## config.mk

```make
export PLATFORM = sky130hd
export DESIGN_NAME = lwe_bit_encryptor
export DESIGN_NICKNAME = d
export VERILOG_FILES = /design/src/rtl/lwe_enc_pkg.sv /design/src/rtl/lwe_mod_add.sv /design/src/rtl/lwe_word_pick.sv /design/src/rtl/lwe_bit_encryptor.sv
export SDC_FILE = /design/constraint.sdc
export NUM_CORES = 1
export LEC_CHECK = 0
export BUFFER_PORTS_ARGS = -buffer_cell sky130_fd_sc_hd__buf_2
export CORE_ASPECT_RATIO = 1.5
export CORE_MARGIN = 2
export CORE_UTILIZATION = 46
export DETAILED_ROUTE_END_ITERATION = 6
export HOLD_SLACK_MARGIN = 0.06
export PLACE_DENSITY_LB_ADDON = 0.2
export SLEW_MARGIN = 0
export SYNTH_ARGS = -nofsm -noshare
export SYNTH_HDL_FRONTEND = slang
export SYNTH_SLANG_ARGS = --single-unit
```

## constraint.sdc

```tcl
create_clock -name clk -period 9.6 [get_ports clk]
set_clock_uncertainty 0.1 [all_clocks]
set_input_delay 2.88 -clock clk [delete_from_list [all_inputs] [get_ports clk]]
set_output_delay 2.88 -clock clk [all_outputs]
set_load 0.03 [all_outputs]
```

## src/rtl/lwe_enc_pkg.sv

```systemverilog
package lwe_enc_pkg;
    typedef enum logic [1:0] {
        ST_COLLECT = 2'd0,
        ST_OFFSET  = 2'd1,
        ST_EMIT    = 2'd2,
        ST_DONE    = 2'd3
    } enc_state_e;
endpackage

```

## src/rtl/lwe_mod_add.sv

```systemverilog
// Modular adder: both operands must already be below q.
module lwe_mod_add #(
    parameter int W = 16
) (
    input  logic [W-1:0] a,
    input  logic [W-1:0] b,
    input  logic [W-1:0] q,
    output logic [W-1:0] s
);
    logic [W:0] raw;
    logic [W:0] folded;

    always_comb begin
        raw    = {1'b0, a} + {1'b0, b};
        folded = raw - {1'b0, q};
        s      = (raw >= {1'b0, q}) ? folded[W-1:0] : raw[W-1:0];
    end
endmodule

```

## src/rtl/lwe_word_pick.sv

```systemverilog
// Selects the ciphertext word for a given output index: u lanes, then v.
module lwe_word_pick #(
    parameter int W  = 16,
    parameter int N  = 8,
    parameter int IW = 4
) (
    input  logic [N-1:0][W-1:0] u,
    input  logic [W-1:0]        v,
    input  logic [IW-1:0]       idx,
    output logic [W-1:0]        word
);
    always_comb begin
        word = v;
        for (int i = 0; i < N; i++) begin
            if (idx == IW'(i)) word = u[i];
        end
    end
endmodule

```

## src/rtl/lwe_bit_encryptor.sv

```systemverilog
module lwe_bit_encryptor
    import lwe_enc_pkg::*;
#(
    parameter int W = 16,
    parameter int N = 8
) (
    input  logic           clk,
    input  logic           rst,
    input  logic           msg_bit,
    input  logic [W-1:0]   q_mod,
    input  logic           row_valid,
    input  logic           row_sel,
    input  logic           row_last,
    input  logic [N*W-1:0] row_a,
    input  logic [W-1:0]   row_b,
    output logic           out_valid,
    output logic           out_last,
    output logic [W-1:0]   out_word,
    output logic           ready
);
    localparam int IW = $clog2(N + 1);

    typedef struct packed {
        enc_state_e          st;
        logic [N-1:0][W-1:0] u;
        logic [W-1:0]        v;
        logic [IW-1:0]       idx;
        logic                ov;
        logic                ol;
        logic [W-1:0]        od;
        logic                rdy;
    } regs_t;

    regs_t r_q, r_d;

    logic [N-1:0][W-1:0] u_sum;
    logic [W-1:0]        v_sum;
    logic [W-1:0]        v_addend;
    logic [W-1:0]        half_q;
    logic [W-1:0]        picked;

    assign half_q = q_mod >> 1;

    // The v lane adds row_b while collecting and the message offset afterwards.
    assign v_addend = (r_q.st == ST_COLLECT) ? row_b
                    : (msg_bit ? half_q : '0);

    generate
        for (genvar g = 0; g < N; g++) begin : g_lane
            lwe_mod_add #(.W(W)) u_add (
                .a (r_q.u[g]),
                .b (row_a[g*W +: W]),
                .q (q_mod),
                .s (u_sum[g])
            );
        end
    endgenerate

    lwe_mod_add #(.W(W)) v_add (
        .a (r_q.v),
        .b (v_addend),
        .q (q_mod),
        .s (v_sum)
    );

    lwe_word_pick #(.W(W), .N(N), .IW(IW)) pick (
        .u    (r_q.u),
        .v    (r_q.v),
        .idx  (r_q.idx),
        .word (picked)
    );

    always_comb begin
        r_d    = r_q;
        r_d.ov = 1'b0;
        r_d.ol = 1'b0;
        unique case (r_q.st)
            ST_COLLECT: begin
                if (row_valid) begin
                    if (row_sel) begin
                        r_d.u = u_sum;
                        r_d.v = v_sum;
                    end
                    if (row_last) r_d.st = ST_OFFSET;
                end
            end
            ST_OFFSET: begin
                r_d.v   = v_sum;
                r_d.idx = '0;
                r_d.st  = ST_EMIT;
            end
            ST_EMIT: begin
                r_d.ov = 1'b1;
                r_d.od = picked;
                if (r_q.idx == IW'(N)) begin
                    r_d.ol = 1'b1;
                    r_d.st = ST_DONE;
                end else begin
                    r_d.idx = r_q.idx + 1'b1;
                end
            end
            ST_DONE: begin
                r_d.rdy = 1'b1;
            end
            default: r_d.st = ST_COLLECT;
        endcase
    end

    always_ff @(posedge clk) begin
        if (rst) r_q <= '0;
        else     r_q <= r_d;
    end

    assign out_valid = r_q.ov;
    assign out_last  = r_q.ol;
    assign out_word  = r_q.od;
    assign ready     = r_q.rdy;
endmodule

```

==> flow_summary.toml, run 1 <==
[global_routing]
grt_max_degree = 78
grt.overflow.total = 0
grt_pass1_vias = 20600
grt_pass1_wl_um = 110000
antenna_found_initial = 1
grt_usage_pct = 30.0

[setup_path]
critPathCapture = "r_q[25]"
worst_r2r_path_depth = 23
startpoint = "msg_bit"
crit_path_end_kind = "register"
cp-start-kind = "input port"
crit_fanout = 30
reg2reg_slack_ns = 3.44
worstPathArrival_ns = 8.25
r2r-start = "r_q[167]"
required_ns = 9.91
reg2reg_to = "r_q[25]"
critPathKind = "in2reg"

[clock_tree]
cts_tree = "done"
clk_latency_ns = 0.47
cts.sinks = 169
clkTransAtPathRegs_ns = 0.07
postCtsHoldBufs = 0
ctsHtreeMaxLevel = 4
ctsResizeCount = 0
postCtsSetupBuffers = 0
cts_buffer_depth = 2
cts_root_buffer = "clkbuf_16"
numCtsBuffers = 17

[timing]
maxSlewHeadroom_pct = 17.2
setup_viol = 0
slew_viol_final = 0
hold_viol = 0
tns_ns = 0
fmax_mhz = 126
rsz0062_at_grt = "no"
worst_pin_slew_ns = 1.24
fin_crit_ns = 7.94
period_share_pct = 82.7

[hold_path]
hp-class = "reg2reg"

[logic_synthesis]
synth_flop_cell = "dfxtp_1"
synthCells = 2745
async_flop_share_pct = 0
yosysSeqAreaShare_pct = 16.1
ys_types = 87
ys_warn_count = 0
yosysTopAreaCell = "ha_1"
synth_top_area_share_pct = 17.8
synthesis.nets = 3227
synth_seq_cells = 169
syn_avg_cell_area_sq_um = 7.64
synth_area_sq_um = 21000
ys_top_cells_by_area = "ha_1 18%, dfxtp_1 16%, a21oi_1 7.6%, xnor2_1 6.2%, o21ai_0 5.2%"
synth_edf_count = 0

[final_layout]
fin_area_sq_um = 22900
syn_to_final_growth_pct = 8.98
multi_input_area_sq_um = 16700
drive_gt1_share_pct = 9.85
final_nets = 3333
layout_common_cells = "317 x a21oi_1, 298 x ha_1, 270 x nor2_1"
fillers = 4501
regArea_sq_um = 3380
final_common_cell = "a21oi_1"

[floorplan]
design.die.area_sq_um = 47400
core_sq_um = 44900
rows = 95
die_w_um = 178
num_io_pins = 185
start_util_pct = 46.7
die_y_um = 266

[power]
fin_total_pwr_mw = 8.11
power_switching_mw = 4.24
combPwrFrac_pct = 76.6
clkPwrFrac_pct = 9.4
p_per_area_nw_per_um2 = 355
p_int_mw = 3.87
switching_share_pct = 52.3
p_leak_nw = 10.6
peakVddDrop_uv = 187
p_seq_share_pct = 14.1

[route]
wirelength_met1_um = 28300
vias = 21200
wire_per_inst_um = 21.0
ant_nets = 0
dr.pass1.iters = 6
drtIter0Drc = 1533
met3_length_um = 3380
drt-total-wl_um = 72500
highest_layer = "met5"
wl_met2_um = 34100
viasPerCell = 6.16
drc = 0

[place]
dpl.hpwl_um = 55700
place_area_sq_um = 22300
io_buffers = 184
place_congestion = 0.954

[job]
maxCapViolations = 0

[run_status]
status = "finished clean"
[metrics by stage]
step	worst slack [ns]	instances	util, %	hold slack (ns)
3_5_place_dp	1.37	3414	49.5	0.381
4_1_cts	1.84	3446	50.9	0.391
6_report	1.66	3447	50.9	0.387
3_3_place_gp	1.57	3414	49.5	0.375
5_1_grt	1.49	3446	50.9	0.415
2_1_floorplan	2.71	2745	-	0.348
[cells by family after synthesis]
kind of cell,Yosys count,share of synthesized area [%]
AO/OA/AOI/OAI,987,30.1
AND/OR/NAND/NOR,750,16.6
adder cells (fa/ha/maj),316,19.5
buffers and inverters,218,4.37
XOR/XNOR,217,9.06
flip-flops,169,16.1
multiplexers,88,4.20
[metal layers]
metal | GRT usage (%) | up-vias
met5 | 0 | -
met4 | 24.4 | 2
met3 | 2.86 | 235
met2 | 50.9 | 671
met1 | 33.7 | 9935
li1 | - | 10400
[registers in the layout, indices dropped and copies added, names as in the netlist]
name / count
ready: 1
r_q: 150
out_word: 16
out_valid: 1
out_last: 1
[cell type report]
cell class	instances	share of cell area (%)
Inverter	105	1.72
Antenna cell	1	0.0109
Multi-Input combinational cell	2358	73.1
Sequential cell	169	14.8
Tap cell	582	3.18
Timing Repair Buffer	200	4.55
Clock buffer	17	1.86
Clock inverter	15	0.793
[worst min path at each step]
| stage | start | endpoint | cells past startpoint |
|---|---|---|---|
| after floorplan | r_q[119] | r_q[119] | 2 |
| after global placement | out_word[7] | out_word[7] | 2 |
| after detailed placement | out_word[4] | out_word[4] | 2 |
| after CTS | out_word[4] | out_word[4] | 2 |
| after global routing | out_word[4] | out_word[4] | 2 |
| final | out_word[4] | out_word[4] | 2 |
[cells in the mapped netlist, drive strengths merged, types with 22 or more instances]
master / count
a21oi: 320
ha: 298
nor2: 271
o21ai: 226
dfxtp: 169
nand2: 164
xnor2: 149
inv: 105
mux2i: 87
a21o: 85
clkbuf: 81
a211oi: 80
nor3: 72
xor2: 68
nand3: 58
o21bai: 39
a31oi: 33
nor2b: 33
buf: 32
nand2b: 29
o21a: 28
o211ai: 27
nand4: 22
[worst max-delay path, cell delays in order]
cell and delay (ns):
buf_2 0.26, nor2b_1 0.27, a22o_1 0.20, ha_1 0.24, a21oi_1 0.26, o21ai_0 0.11
a21oi_1 0.24, a21oi_1 0.20, a2111oi_0 0.79, o31ai_1 0.16, a21oi_1 0.21, xnor2_1 0.12
ha_1 0.35, nand2_1 0.09, nand2_1 0.07, nor2_1 0.04, o211a_1 0.13, o22ai_2 0.85
nor2_1 0.07, a2111oi_0 0.51, a31o_2 0.17
[power groups by stage]
stage          Combinational, mW  Clock [mW]  Sequential (mW)
2_1_floorplan               4.93           0             1.03
3_3_place_gp                5.96           0             1.15
3_5_place_dp                6.10           0             1.15
4_1_cts                     6.14       0.768             1.14
5_1_grt                     6.86       0.789             1.15
6_report                    6.21       0.760             1.14
No activity file was read; power rests on OpenSTA's default activity.
==> inputs of run 2 (changes only) <==
==> constraint.sdc (replaced) <==
create_clock -name clk -period 6.58 [get_ports clk]
set_clock_uncertainty 0.1 [all_clocks]
set_input_delay 1.974 -clock clk [delete_from_list [all_inputs] [get_ports clk]]
set_output_delay 1.974 -clock clk [all_outputs]
set_load 0.03 [all_outputs]
==> flow_summary.toml, run 2 (synthesized netlist as in run 1, its figures left out) <==
[route]
ant_nets = 0
dr.pass1.iters = 6
drc = 0
drtIter0Drc = 1480
viasPerCell = 6.13
drt-total-wl_um = 72900
wire_per_inst_um = 21.0
vias = 21300

[clock_tree]
ctsHtreeMaxLevel = 4
postCtsHoldBufs = 0
ctsResizeCount = 0
cts_root_buffer = "clkbuf_16"
cts_buffer_depth = 2
cts_tree = "done"
clk_latency_ns = 0.47
cts.sinks = 169
numCtsBuffers = 17
postCtsSetupBuffers = 0
clkTransAtPathRegs_ns = 0.07

[power]
clkPwrFrac_pct = 8.6
peakVddDrop_uv = 312
switching_share_pct = 51.8
p_leak_nw = 10.7
p_per_area_nw_per_um2 = 519
fin_total_pwr_mw = 12.0
p_seq_share_pct = 14.0
p_int_mw = 5.77
power_switching_mw = 6.20
combPwrFrac_pct = 77.4

[place]
dpl.hpwl_um = 56900
place_congestion = 0.966
placed_cells = 3438
io_buffers = 184

[global_routing]
antenna_found_initial = 1
grt_pass1_wl_um = 111000
grt_pass1_vias = 20900
grt.overflow.total = 0
grt_usage_pct = 30.2
grt_max_degree = 85

[timing]
fmax_mhz = 162
rsz0062_at_grt = "no"
tns_ns = 0
worst_pin_slew_ns = 1.10
maxSlewHeadroom_pct = 26.0
period_share_pct = 93.6
hold_viol = 0
setup_viol = 0
slew_viol_final = 0
fin_crit_ns = 6.16

[final_layout]
regMostFlops = "r_q"
syn_to_final_growth_pct = 9.82
drive_gt1_share_pct = 10.6
layout_common_cells = "317 x a21oi_1, 298 x ha_1, 270 x nor2_1"
final_common_cell = "a21oi_1"
stdcell_count = 3471
final_nets = 3357
largest_reg_flops = 150
utilization_pct = 51.3

[setup_path]
cp-start-kind = "input port"
reg2reg_to = "r_q[25]"
critPathKind = "in2reg"
worst_r2r_path_depth = 24
r2r-start = "r_q[167]"
crit_path_end_kind = "register"
required_ns = 6.89
reg2reg_slack_ns = 1.07
crit_fanout = 30
worstPathArrival_ns = 6.47

[run_status]
status = "finished clean"

[floorplan]
num_io_pins = 185
die_y_um = 266
start_util_pct = 46.7
rows = 95
die_w_um = 178
core_sq_um = 44900
design.die.area_sq_um = 47400

[hold_path]
hp-start = "r_q[23]"
hp-class = "reg2reg"
hold_depth = 2
hold_end = "r_q[23]"

[job]
maxCapViolations = 0
==> run 2: worst max-delay path by stage <==
stage,start,cells after the start,end
after detailed placement,msg_bit,23,r_q[25]
after CTS,msg_bit,23,r_q[25]
after global placement,msg_bit,23,r_q[25]
after global routing,msg_bit,23,r_q[25]
after floorplan,msg_bit,22,r_q[38]
final,msg_bit,23,r_q[25]
==> run 2: layout make-up <==
class                           count  area, sq um
Antenna cell                        1         2.50
Clock buffer                       18          429
Clock inverter                     14          136
Fill cell                        4459        21900
Inverter                          105          394
Multi-Input combinational cell   2358        16700
Sequential cell                   169         3380
Tap cell                          582          728
Timing Repair Buffer              224         1260
==> run 2: per-layer routing <==
| metal | wire, um | vias up | global-route usage [%] |
|---|---|---|---|
| met2 | 34600 | 684 | 52.1 |
| met4 | 6410 | 2 | 22.9 |
| met5 | 9 | - | 0 |
| li1 | - | 10400 | - |
| met1 | 28000 | 9921 | 33.1 |
| met3 | 3920 | 246 | 4.32 |
==> run 2: power by group through the flow <==
stage	sequential (mW)	combinational (mW)	clock (mW)
finish	1.67	9.27	1.03
global route	1.69	10.2	1.08
CTS	1.66	9.17	1.04
detailed placement	1.68	9.11	0
global placement	1.68	8.92	0
floorplan	1.50	7.20	0
==> run 2: stage by stage <==
stage	setup slack, ns	hold WS, ns	cell area, sq um
final	0.419	0.392	23000
after global routing	0.0206	0.415	23000
after CTS	0.479	0.387	23000
after detailed placement	0.117	0.375	22500
after global placement	0.213	0.375	22500
after floorplan	0.595	0.348	21000
==> run 2: worst max-delay path: stages <==
cell and delay [ns]:
buf_2 0.09, nor2b_1 0.23, a22o_1 0.19, ha_1 0.18, inv_1 0.07, fa_1 0.40, nand3b_1 0.20, a31oi_1 0.27
o41ai_2 0.13, o41ai_1 0.33, buf_4 0.18, o31ai_1 0.11, xnor2_1 0.23, ha_1 0.31, a21o_1 0.19, nand2_1 0.10
nand2_1 0.06, nor2_1 0.11, o211a_1 0.17, o22ai_2 0.09, buf_12 0.19, a2111oi_0 0.44, a31o_2 0.18
